File: src/rtl/ch0seq_pkg.sv
package ch0seq_pkg;

    typedef enum logic {
        PH_A = 1'b0,
        PH_B = 1'b1
    } phase_e;

    typedef enum logic {
        SC_HOME = 1'b0,
        SC_WALK = 1'b1
    } scan_e;

endpackage

File: src/rtl/ch0seq_bitfind.sv
// Finds the lowest set mask bit overall and the lowest set bit strictly
// above a given index; the latter wraps to the former when none exists.
module ch0seq_bitfind #(
    parameter int IDX_W  = 5,
    parameter int MASK_W = 32
) (
    input  logic [MASK_W-1:0] mask,
    input  logic [IDX_W-1:0]  from,
    output logic              any,
    output logic [IDX_W-1:0]  low_idx,
    output logic [IDX_W-1:0]  next_idx
);

    logic [MASK_W-1:0] above;
    logic              found_above;
    logic [IDX_W-1:0]  above_idx;

    generate
        for (genvar i = 0; i < MASK_W; i++) begin : g_above
            assign above[i] = mask[i] && (IDX_W'(i) > from);
        end
    endgenerate

    always_comb begin
        low_idx = '0;
        for (int i = MASK_W - 1; i >= 0; i--) begin
            if (mask[i]) begin
                low_idx = IDX_W'(i);
            end
        end
    end

    always_comb begin
        above_idx = '0;
        for (int i = MASK_W - 1; i >= 0; i--) begin
            if (above[i]) begin
                above_idx = IDX_W'(i);
            end
        end
    end

    assign any         = |mask;
    assign found_above = |above;
    assign next_idx    = found_above ? above_idx : low_idx;

endmodule

File: src/rtl/ch0seq_phase_fsm.sv
// A/B slot machine.
module ch0seq_phase_fsm
    import ch0seq_pkg::*;
(
    input  logic   clk,
    input  logic   rst,
    input  logic   alt_en,
    input  logic   adv,
    output phase_e phase
);

    phase_e state_q;
    phase_e state_d;

    always_ff @(posedge clk) begin
        if (rst) begin
            state_q <= PH_A;
        end else begin
            state_q <= state_d;
        end
    end

    always_comb begin
        state_d = state_q;
        if (!alt_en) begin
            state_d = PH_A;
        end else begin
            unique case (state_q)
                PH_A:    if (adv) state_d = PH_B;
                PH_B:    if (adv) state_d = PH_A;
                default: state_d = PH_A;
            endcase
        end
    end

    assign phase = state_q;

endmodule

File: src/rtl/ch0seq_scan_fsm.sv
// Scan pointer machine for the A-slot positive input.
module ch0seq_scan_fsm
    import ch0seq_pkg::*;
#(
    parameter int IDX_W  = 5,
    parameter int MASK_W = 32
) (
    input  logic              clk,
    input  logic              rst,
    input  logic              scan_en,
    input  logic              step,
    input  logic              restart,
    input  logic [MASK_W-1:0] mask,
    output logic [IDX_W-1:0]  scan_pos
);

    scan_e             state_q;
    scan_e             state_d;
    logic [IDX_W-1:0]  ptr_q;
    logic [IDX_W-1:0]  ptr_d;
    logic [IDX_W-1:0]  cur_idx;
    logic [IDX_W-1:0]  low_idx;
    logic [IDX_W-1:0]  next_idx;
    logic              any_set;

    assign cur_idx = (state_q == SC_HOME) ? low_idx : ptr_q;

    ch0seq_bitfind #(
        .IDX_W  (IDX_W),
        .MASK_W (MASK_W)
    ) u_find (
        .mask     (mask),
        .from     (cur_idx),
        .any      (any_set),
        .low_idx  (low_idx),
        .next_idx (next_idx)
    );

    always_ff @(posedge clk) begin
        if (rst) begin
            state_q <= SC_HOME;
            ptr_q   <= '0;
        end else begin
            state_q <= state_d;
            ptr_q   <= ptr_d;
        end
    end

    always_comb begin
        state_d = state_q;
        ptr_d   = ptr_q;
        if (!scan_en || restart) begin
            state_d = SC_HOME;
        end else begin
            unique case (state_q)
                SC_HOME: begin
                    if (step) begin
                        state_d = SC_WALK;
                        ptr_d   = next_idx;
                    end
                end
                SC_WALK: begin
                    if (step) begin
                        ptr_d = next_idx;
                    end
                end
                default: state_d = SC_HOME;
            endcase
        end
    end

    assign scan_pos = any_set ? cur_idx : '0;

endmodule

File: src/rtl/ch0seq_outreg.sv
// Selects the presented pair and registers it.
module ch0seq_outreg #(
    parameter int IDX_W = 5
) (
    input  logic             clk,
    input  logic             rst,
    input  logic             slot_b,
    input  logic             scan_en,
    input  logic [IDX_W-1:0] pos_a,
    input  logic             neg_a,
    input  logic [IDX_W-1:0] pos_b,
    input  logic             neg_b,
    input  logic [IDX_W-1:0] scan_pos,
    output logic [IDX_W-1:0] out_pos,
    output logic             out_neg,
    output logic             out_b
);

    always_ff @(posedge clk) begin
        if (rst) begin
            out_pos <= '0;
            out_neg <= 1'b0;
            out_b   <= 1'b0;
        end else if (slot_b) begin
            out_pos <= pos_b;
            out_neg <= neg_b;
            out_b   <= 1'b1;
        end else begin
            out_pos <= scan_en ? scan_pos : pos_a;
            out_neg <= neg_a;
            out_b   <= 1'b0;
        end
    end

endmodule

File: src/rtl/ch0_input_sequencer.sv
module ch0_input_sequencer
    import ch0seq_pkg::*;
#(
    parameter int IDX_W = 5
) (
    input  logic                  clk,
    input  logic                  rst,
    input  logic [IDX_W-1:0]      cfg_pos_a,
    input  logic                  cfg_neg_a,
    input  logic [IDX_W-1:0]      cfg_pos_b,
    input  logic                  cfg_neg_b,
    input  logic                  cfg_alt_en,
    input  logic                  cfg_scan_en,
    input  logic                  cfg_simul,
    input  logic [(1<<IDX_W)/2-1:0] cfg_mask_hi,
    input  logic [(1<<IDX_W)/2-1:0] cfg_mask_lo,
    input  logic                  smp_stb,
    input  logic                  smp_ch0,
    input  logic                  irq_evt,
    output logic [IDX_W-1:0]      sel_pos,
    output logic                  sel_neg,
    output logic                  sel_is_b
);

    localparam int MASK_W = 1 << IDX_W;

    logic [MASK_W-1:0] mask;
    logic              adv;
    logic              slot_b;
    logic              scan_step;
    logic [IDX_W-1:0]  scan_pos;
    phase_e            phase;

    assign mask      = {cfg_mask_hi, cfg_mask_lo};
    assign adv       = smp_stb && (cfg_simul || smp_ch0);
    assign slot_b    = cfg_alt_en && (phase == PH_B);
    assign scan_step = adv && cfg_scan_en && !slot_b;

    ch0seq_phase_fsm u_phase (
        .clk    (clk),
        .rst    (rst),
        .alt_en (cfg_alt_en),
        .adv    (adv),
        .phase  (phase)
    );

    ch0seq_scan_fsm #(
        .IDX_W  (IDX_W),
        .MASK_W (MASK_W)
    ) u_scan (
        .clk      (clk),
        .rst      (rst),
        .scan_en  (cfg_scan_en),
        .step     (scan_step),
        .restart  (irq_evt),
        .mask     (mask),
        .scan_pos (scan_pos)
    );

    ch0seq_outreg #(
        .IDX_W (IDX_W)
    ) u_out (
        .clk      (clk),
        .rst      (rst),
        .slot_b   (slot_b),
        .scan_en  (cfg_scan_en),
        .pos_a    (cfg_pos_a),
        .neg_a    (cfg_neg_a),
        .pos_b    (cfg_pos_b),
        .neg_b    (cfg_neg_b),
        .scan_pos (scan_pos),
        .out_pos  (sel_pos),
        .out_neg  (sel_neg),
        .out_b    (sel_is_b)
    );

endmodule

File: config.mk
export PLATFORM = sky130hd
export DESIGN_NAME = ch0_input_sequencer
export DESIGN_NICKNAME = d
export VERILOG_FILES = /design/src/rtl/ch0seq_pkg.sv /design/src/rtl/ch0seq_bitfind.sv /design/src/rtl/ch0seq_phase_fsm.sv /design/src/rtl/ch0seq_scan_fsm.sv /design/src/rtl/ch0seq_outreg.sv /design/src/rtl/ch0_input_sequencer.sv
export SDC_FILE = /design/constraint.sdc
export NUM_CORES = 1
export LEC_CHECK = 0
export BUFFER_PORTS_ARGS = -buffer_cell sky130_fd_sc_hd__buf_4
export CAP_MARGIN = 0
export CORE_MARGIN = 3
export CORE_UTILIZATION = 45
export DETAILED_ROUTE_END_ITERATION = 12
export PLACE_DENSITY = 0.75
export SETUP_SLACK_MARGIN = 0.15
export SLEW_MARGIN = 20
export SYNTH_ARGS = -nofsm -noshare
export SYNTH_HDL_FRONTEND = slang
export SYNTH_HIERARCHICAL = 1
export SYNTH_SLANG_ARGS = --single-unit
export TNS_END_PERCENT = 20
File: constraint.sdc
create_clock -name clk -period 9.4 [get_ports clk]
set_input_delay 1.88 -clock clk [delete_from_list [all_inputs] [get_ports clk]]
set_output_delay 1.88 -clock clk [all_outputs]
set_load 0.01 [all_outputs]
==> run_results.csv, run 1 <==
group,metric,value,unit
synth,syn_nets,333,
die,core-area,4144,µm²
clock_network,cts_buffers,3,
global_route,grt_overflow,0,
route,dr.pass1.iters,5,
critical_path,cp-end-kind,"flip-flop",
synth,synth_edf_count,0,
layout,drive_gt1_frac,0.2553,
timing,worstMarginPinSlew,0.5341,ns
clock_network,root_buffer,"clkbuf_8",
synth,synth_compound_area_frac,0.3317,
timing,max_slew_margin,0.6406,
layout,syn_to_final_growth,21.59,%
layout,finalNetCount,383,
synth,ys_warn_count,6,
pwr,clockPowerShare,0.258,
critical_path,crit_type,"input pin to flip-flop",
outcome,status,"finished, final reports clean",
die,num_rows,23,
place,gp_congestion,0.9735,
clock_network,clock_latency,0.24,ns
route,viasPerCell,6.208,
synth,ys_seq_area_frac,0.1394,
timing,finalMaxSlewViolations,0,
clock_network,post-cts-setup-buffers,0,
clock_network,cts_resized,0,
timing,fin_crit_sh,0.5698,
synth,synth_top_family_by_area,"simple AND/OR/NAND/NOR gates",
pwr,p_seq_frac,0.342,
run,maxCapViolCount,0,
global_route,grt_max_degree,25,
route,drt_iter0_markers,221,
place,placed_cell_area,2404,µm²
critical_path,cp_max_fo,21,
clock_network,htree_levels,1,
clock_network,ctsHoldBuffers,0,
pwr,powerDensity,74.80,nW/µm²
synth,synth_area,2011,µm²
critical_path,required,9.51,ns
global_route,grt_antenna_before_repair,0,
timing,final.min_clock_period,5.357,ns
global_route,grt_pass1_wl,9867,µm
clock_network,cts.sinks,14,
timing,hold_violations,0,
hold_path,hold_path_class,"flip-flop to flip-flop",
route,vias,2353,
synth,synth.avg_cell_area,7.155,µm²
synth,synthAdderAreaFrac,0,
place,dp.final_hpwl,4861,µm
clock_network,cts_buffer_depth,2,
timing,rsz0062_at_grt,"no",
synth,synthSimpleGateAreaFrac,0.3578,
clock_network,tritoncts,"built",
critical_path,arrival,5.47,ns
synth,synth_ff_type,"dfxtp_1",
route,drtAntennaViolNets,0,
route,routed_wl,6169,µm
synth,synthMuxAreaShare,0.09210,
pwr,power.internal,124.7,µW
timing,fmax,186.7,MHz
place,dp.cells,376,
pwr,switching_share,0.3179,
synth,synth-xor-area-share,0.004356,
route,wl_per_cell,16.28,µm
synth,postSynthCellCount,281,
die,die_area,5306,µm²
layout,antenna_cells,0,
die,start_util,0.4852,
global_route,grt_pass1_vias,2148,
timing,skew,0.0005347,ns
die,die_y,72.85,µm
clock_network,path_clk_slew,0.05,ns
layout,fin_area,2445,µm²
synth,synth.distinct_cells,60,
critical_path,reg2reg_slack,6.61,ns
global_route,grt_use_total,0.2270,
timing,tns,0,ns
pwr,p_sw,58.14,µW
die,fp.dieW,72.85,µm
pwr,p_leak,0.0009466,µW
timing,setup_violations,0,
place,portBuffers,58,
layout,fin_cells,379,
synth,ys_seq_elements,14,
die,num_io_pins,59,
route,drc,0,
critical_path,cp-start-kind,"input pin",
synth,ys_async_sr_fraction,0,
pwr,combPwrFrac,0.400,
pwr,ir_drop,42.36,µV
-- sequential cells by signal, summed over array words and instances (netlist names) --
signal and cells:
u_out/out_b 1, u_scan/ptr_q 5, u_phase/phase 1, u_out/out_pos 5, u_out/out_neg 1, u_scan/state_q 1
-- path summary, 6_finish.rpt --
path	startpoint	end	cells after the start
setup / recovery	cfg_mask_hi[11]	u_scan/ptr_q[1]	17
hold / removal	u_scan/ptr_q[3]	u_scan/ptr_q[3]	2
setup reg to reg	u_scan/state_q	u_scan/ptr_q[1]	9
hold reg to reg	u_scan/ptr_q[3]	u_scan/ptr_q[3]	2
-- power by group through the flow --
stage          clock (µW)  sequential (µW)  combinational [µW]
6_report             47.2             62.6                73.1
5_1_grt              52.5             62.7                79.6
4_1_cts              49.5             62.5                72.2
3_5_place_dp            0             63.8                71.9
3_3_place_gp            0             63.7                71.9
2_1_floorplan           0             64.4                39.3
-- area by class of cell --
type	instances	area [µm²]
fillers	388	1699
clock buffers	3	41.29
inverters	12	45.04
multi-input cells	242	1580
flip-flops and latches	14	280.3
well taps	50	62.56
repair buffers	58	435.4
-- cells in the mapped netlist, types with 5 or more instances --
master,count,area share
nor2_1,31,0.058
nand2_1,24,0.045
a21oi_1,17,0.042
o21ai_0,16,0.040
dfxtp_1,14,0.14
nand2b_1,12,0.037
inv_1,11,0.021
mux2i_1,11,0.055
nand3_1,11,0.027
nor2b_1,10,0.031
a211oi_1,7,0.026
and2_1,7,0.022
nor4_1,6,0.019
buf_6,5,0.028
mux2_4,5,0.037
nand4_1,5,0.016
o211ai_1,5,0.019
o21a_1,5,0.019
o21ai_1,5,0.012
o21bai_1,5,0.019
-- routing by layer --
metal  global-route usage  part of all wire  vias up  routed length, µm
li1                     -                 -     1154                  -
met1               0.3253              0.45     1084               2757
met2               0.3617              0.46      107               2856
met3              0.03581             0.076        8                470
met4              0.04098             0.014        0                 85
met5                    0                 0        -                  0
-- cell families after synthesis --
group                     Yosys count
AOI/OAI and AO/OA                  94
xor gates and xnor gates            1
buffers and inverters              25
DFF                                14
muxes                              16
and+or+nand+nor                   131
-- cell usage in the layout (no fill, tap or decap), drive strengths merged, types with 6 or more instances in the layout --
cell    count
nand3      14
buf        58
nand2      25
mux2i      11
a211oi      7
inv        12
and2        9
nor2       31
o21ai      21
nor4        6
a21oi      19
o211ai      6
dfxtp      14
nand2b     12
nor2b      10
-- worst max-delay path, cell delays in order --
cell       delay, ns
buf_4           0.13
nor2_1          0.14
o31ai_1         0.10
a211oi_1        0.27
o311ai_1        0.16
a311oi_1        0.40
o311a_1         0.27
nor2_1          0.07
mux2_4          0.39
nor2_1          0.37
o21ai_0         0.21
a31oi_1         0.23
o22ai_1         0.15
a2111oi_4       0.41
o32ai_2         0.13
nand2b_1        0.08
mux2i_1         0.07
-- through the flow --
stage / total power (µW) / utilization / hold WS (ns) / setup slack (ns)
CTS: 184.2 / 0.5900 / 0.4833 / 4.139
global placement: 135.6 / 0.5800 / 0.4588 / 3.924
detailed placement: 135.7 / 0.5800 / 0.4768 / 3.909
global route: 194.8 / 0.5900 / 0.5176 / 3.891
floorplan: 103.7 / - / 0.4483 / 4.674
finish: 182.9 / 0.5900 / 0.4768 / 4.043
No activity file was read; power rests on OpenSTA's default activity.
==> run 2, diff against run 1 <==
PLACE_DENSITY = 0.78   (was 0.75)
clock period = 4.8 ns   (was 9.4 ns; I/O delays follow)
==> run 2 against run 1 <==
Effect of this change: non-clock buffer count stayed put; critical path depth stayed put; clock power is 150% higher; sequential share of layout area is 0.064 points lower; die area stayed put; register-to-register slack worse by 4.6 ns; first-iteration DRC count is 0.45% lower; combinational power is 97% higher; cell count is 0.26% higher; largest cell class unchanged; hold slack worse by 0.0024 ns; cell area is 0.56% higher; global-route usage is 0.092 points lower.
==> run_results.csv, run 2 (synthesized netlist as in run 1, its figures left out) <==
group,metric,value,unit
outcome,status,"finished, final reports clean",
die,fp.dieW,72.85,µm
pwr,p_total,383.8,µW
timing,fin_crit_sh,0.9020,
run,maxCapViolCount,0,
critical_path,crit_path_frequent_cell,"nor2_1",
clock_network,htree_levels,1,
route,drtAntennaViolNets,0,
layout,antenna_cells,0,
hold_path,hold_path_class,"flip-flop to flip-flop",
layout,final_common_cell,"buf_4",
die,die_area,5306,µm²
layout,reg_top3,"u_out/out_pos: 5 flops, u_scan/ptr_q: 5 flops",
die,start_util,0.4852,
critical_path,worst-path-stages,17,
clock_network,tritoncts,"built",
pwr,p_leak,0.0009538,µW
timing,finalMaxSlewViolations,0,
layout,final_cell_mix,"58 x buf_4, 31 x nor2_1, 24 x nand2_1, 17 x a21oi_1, 16 x o21ai_0",
critical_path,cp_cell_sequence,"buf_4 -> nor2_1 -> o31ai_1 -> a211oi_1 -> o311ai_1 -> a311oi_1 -> o311a_1 -> nor2_1 -> mux2_4 -> nor2_1 -> o21ai_0 -> a31oi_1 -> o22ai_1 -> a2111oi_4 -> o32ai_2 -> nand2b_1 -> mux2i_1",
timing,max_slew_margin,0.6176,
clock_network,post-cts-setup-buffers,0,
critical_path,reg2regPathDepth,9,
critical_path,arrival,4.46,ns
place,dp.final_hpwl,4794,µm
critical_path,path_buf_inv,1,
place,portBuffers,58,
global_route,grt_pass1_wl,9756,µm
global_route,grt_pass1_vias,2176,
critical_path,crit_type,"input pin to flip-flop",
die,num_rows,23,
critical_path,required,4.93,ns
route,drc,0,
route,vias,2373,
clock_network,clock_latency,0.25,ns
clock_network,cts_resized,0,
clock_network,ctsHoldBuffers,0,
timing,worstMarginPinSlew,0.5683,ns
timing,fmax,231.0,MHz
critical_path,cp_max_fo,21,
timing,skew,0.003611,ns
critical_path,max_stage_delay,0.42,ns
clock_network,cts_buffers,3,
timing,setup_violations,0,
place,gp_congestion,1.022,
hold_path,holdPathStages,2,
place,dp.cells,376,
clock_network,cts.sinks,14,
timing,hold_violations,0,
global_route,grt_overflow,0,
route,drt_iter0_markers,220,
clock_network,cts_buffer_depth,2,
clock_network,root_buffer,"clkbuf_8",
layout,drive_gt1_frac,0.2576,
clock_network,path_clk_slew,0.06,ns
critical_path,cp-end-kind,"flip-flop",
pwr,powerDensity,156.1,nW/µm²
die,die_y,72.85,µm
route,wl_per_cell,16.37,µm
layout,fin_cells,380,
route,dr.pass1.iters,5,
route,routed_wl,6222,µm
layout,finalNetCount,383,
timing,tns,0,ns
critical_path,crit_path_top_delay_cell,"a2111oi_4",
global_route,grt_antenna_before_repair,0,
layout,syn_to_final_growth,22.28,%
critical_path,critPathTopFamily,"compound AO/OA/AOI/OAI gates",
global_route,grt_use_total,0.2261,
die,num_io_pins,59,
global_route,grt_max_degree,25,
pwr,ir_drop,100.1,µV
route,viasPerCell,6.245,
critical_path,cp-start-kind,"input pin",
timing,rsz0062_at_grt,"no",
layout,post-route-util,0.5933,
layout,nFillCells,400,
die,core-area,4144,µm²
timing,final.min_clock_period,4.330,ns
## run 2: worst register-to-register path: cells and delay by family (launching register included)
family / cells / cell delay, ns
flip-flops: 1 / 0.54
AO/OA/AOI/OAI: 5 / 1.14
AND/OR/NAND/NOR: 2 / 0.46
multiplexers: 2 / 0.51
## run 2: per-stage QoR
step | instance area, µm² | setup WS [ns] | hold slack, ns
after global routing | 2459 | 0.3653 | 0.4948
after floorplan | 2011 | 0.9944 | 0.4483
final | 2459 | 0.4702 | 0.4744
after detailed placement | 2404 | 0.3479 | 0.4664
after global placement | 2404 | 0.3471 | 0.4592
after CTS | 2459 | 0.5841 | 0.4731
## run 2: cell type report
cell class                 count  area [µm²]  share of cell area
multi-input combinational    242        1580              0.6427
tap                           50       62.56             0.02545
inverter                      12       45.04             0.01832
sequential                    14       280.3              0.1140
clock buffer                   4       55.05             0.02239
timing repair buffer          58       435.4              0.1771
## run 2: path summary, 6_finish.rpt
kind	from	end	slack [ns]
worst max-delay path	cfg_mask_hi[11]	u_scan/ptr_q[1]	0.47
worst min-delay path	u_scan/ptr_q[1]	u_scan/ptr_q[1]	0.47
worst max register to register	u_scan/state_q	u_scan/ptr_q[1]	2.04
worst min register to register	u_scan/ptr_q[1]	u_scan/ptr_q[1]	0.47
## run 2: per-layer routing
| layer | share of wire | vias to the layer above | GRT usage |
|---|---|---|---|
| li1 | - | 1156 | - |
| met1 | 0.44 | 1075 | 0.3058 |
| met2 | 0.47 | 127 | 0.3798 |
| met3 | 0.078 | 15 | 0.02755 |
| met4 | 0.016 | 0 | 0.05738 |
| met5 | 0 | - | 0 |
## run 2: power by group
part           leakage (µW)  switching, µW  total [µW]  internal (µW)
registers          0.000114           1.74         122            121
logic              0.000811           75.4         144           68.2
clock network     0.0000288           45.0         118           72.8
total              0.000954            122         384            262
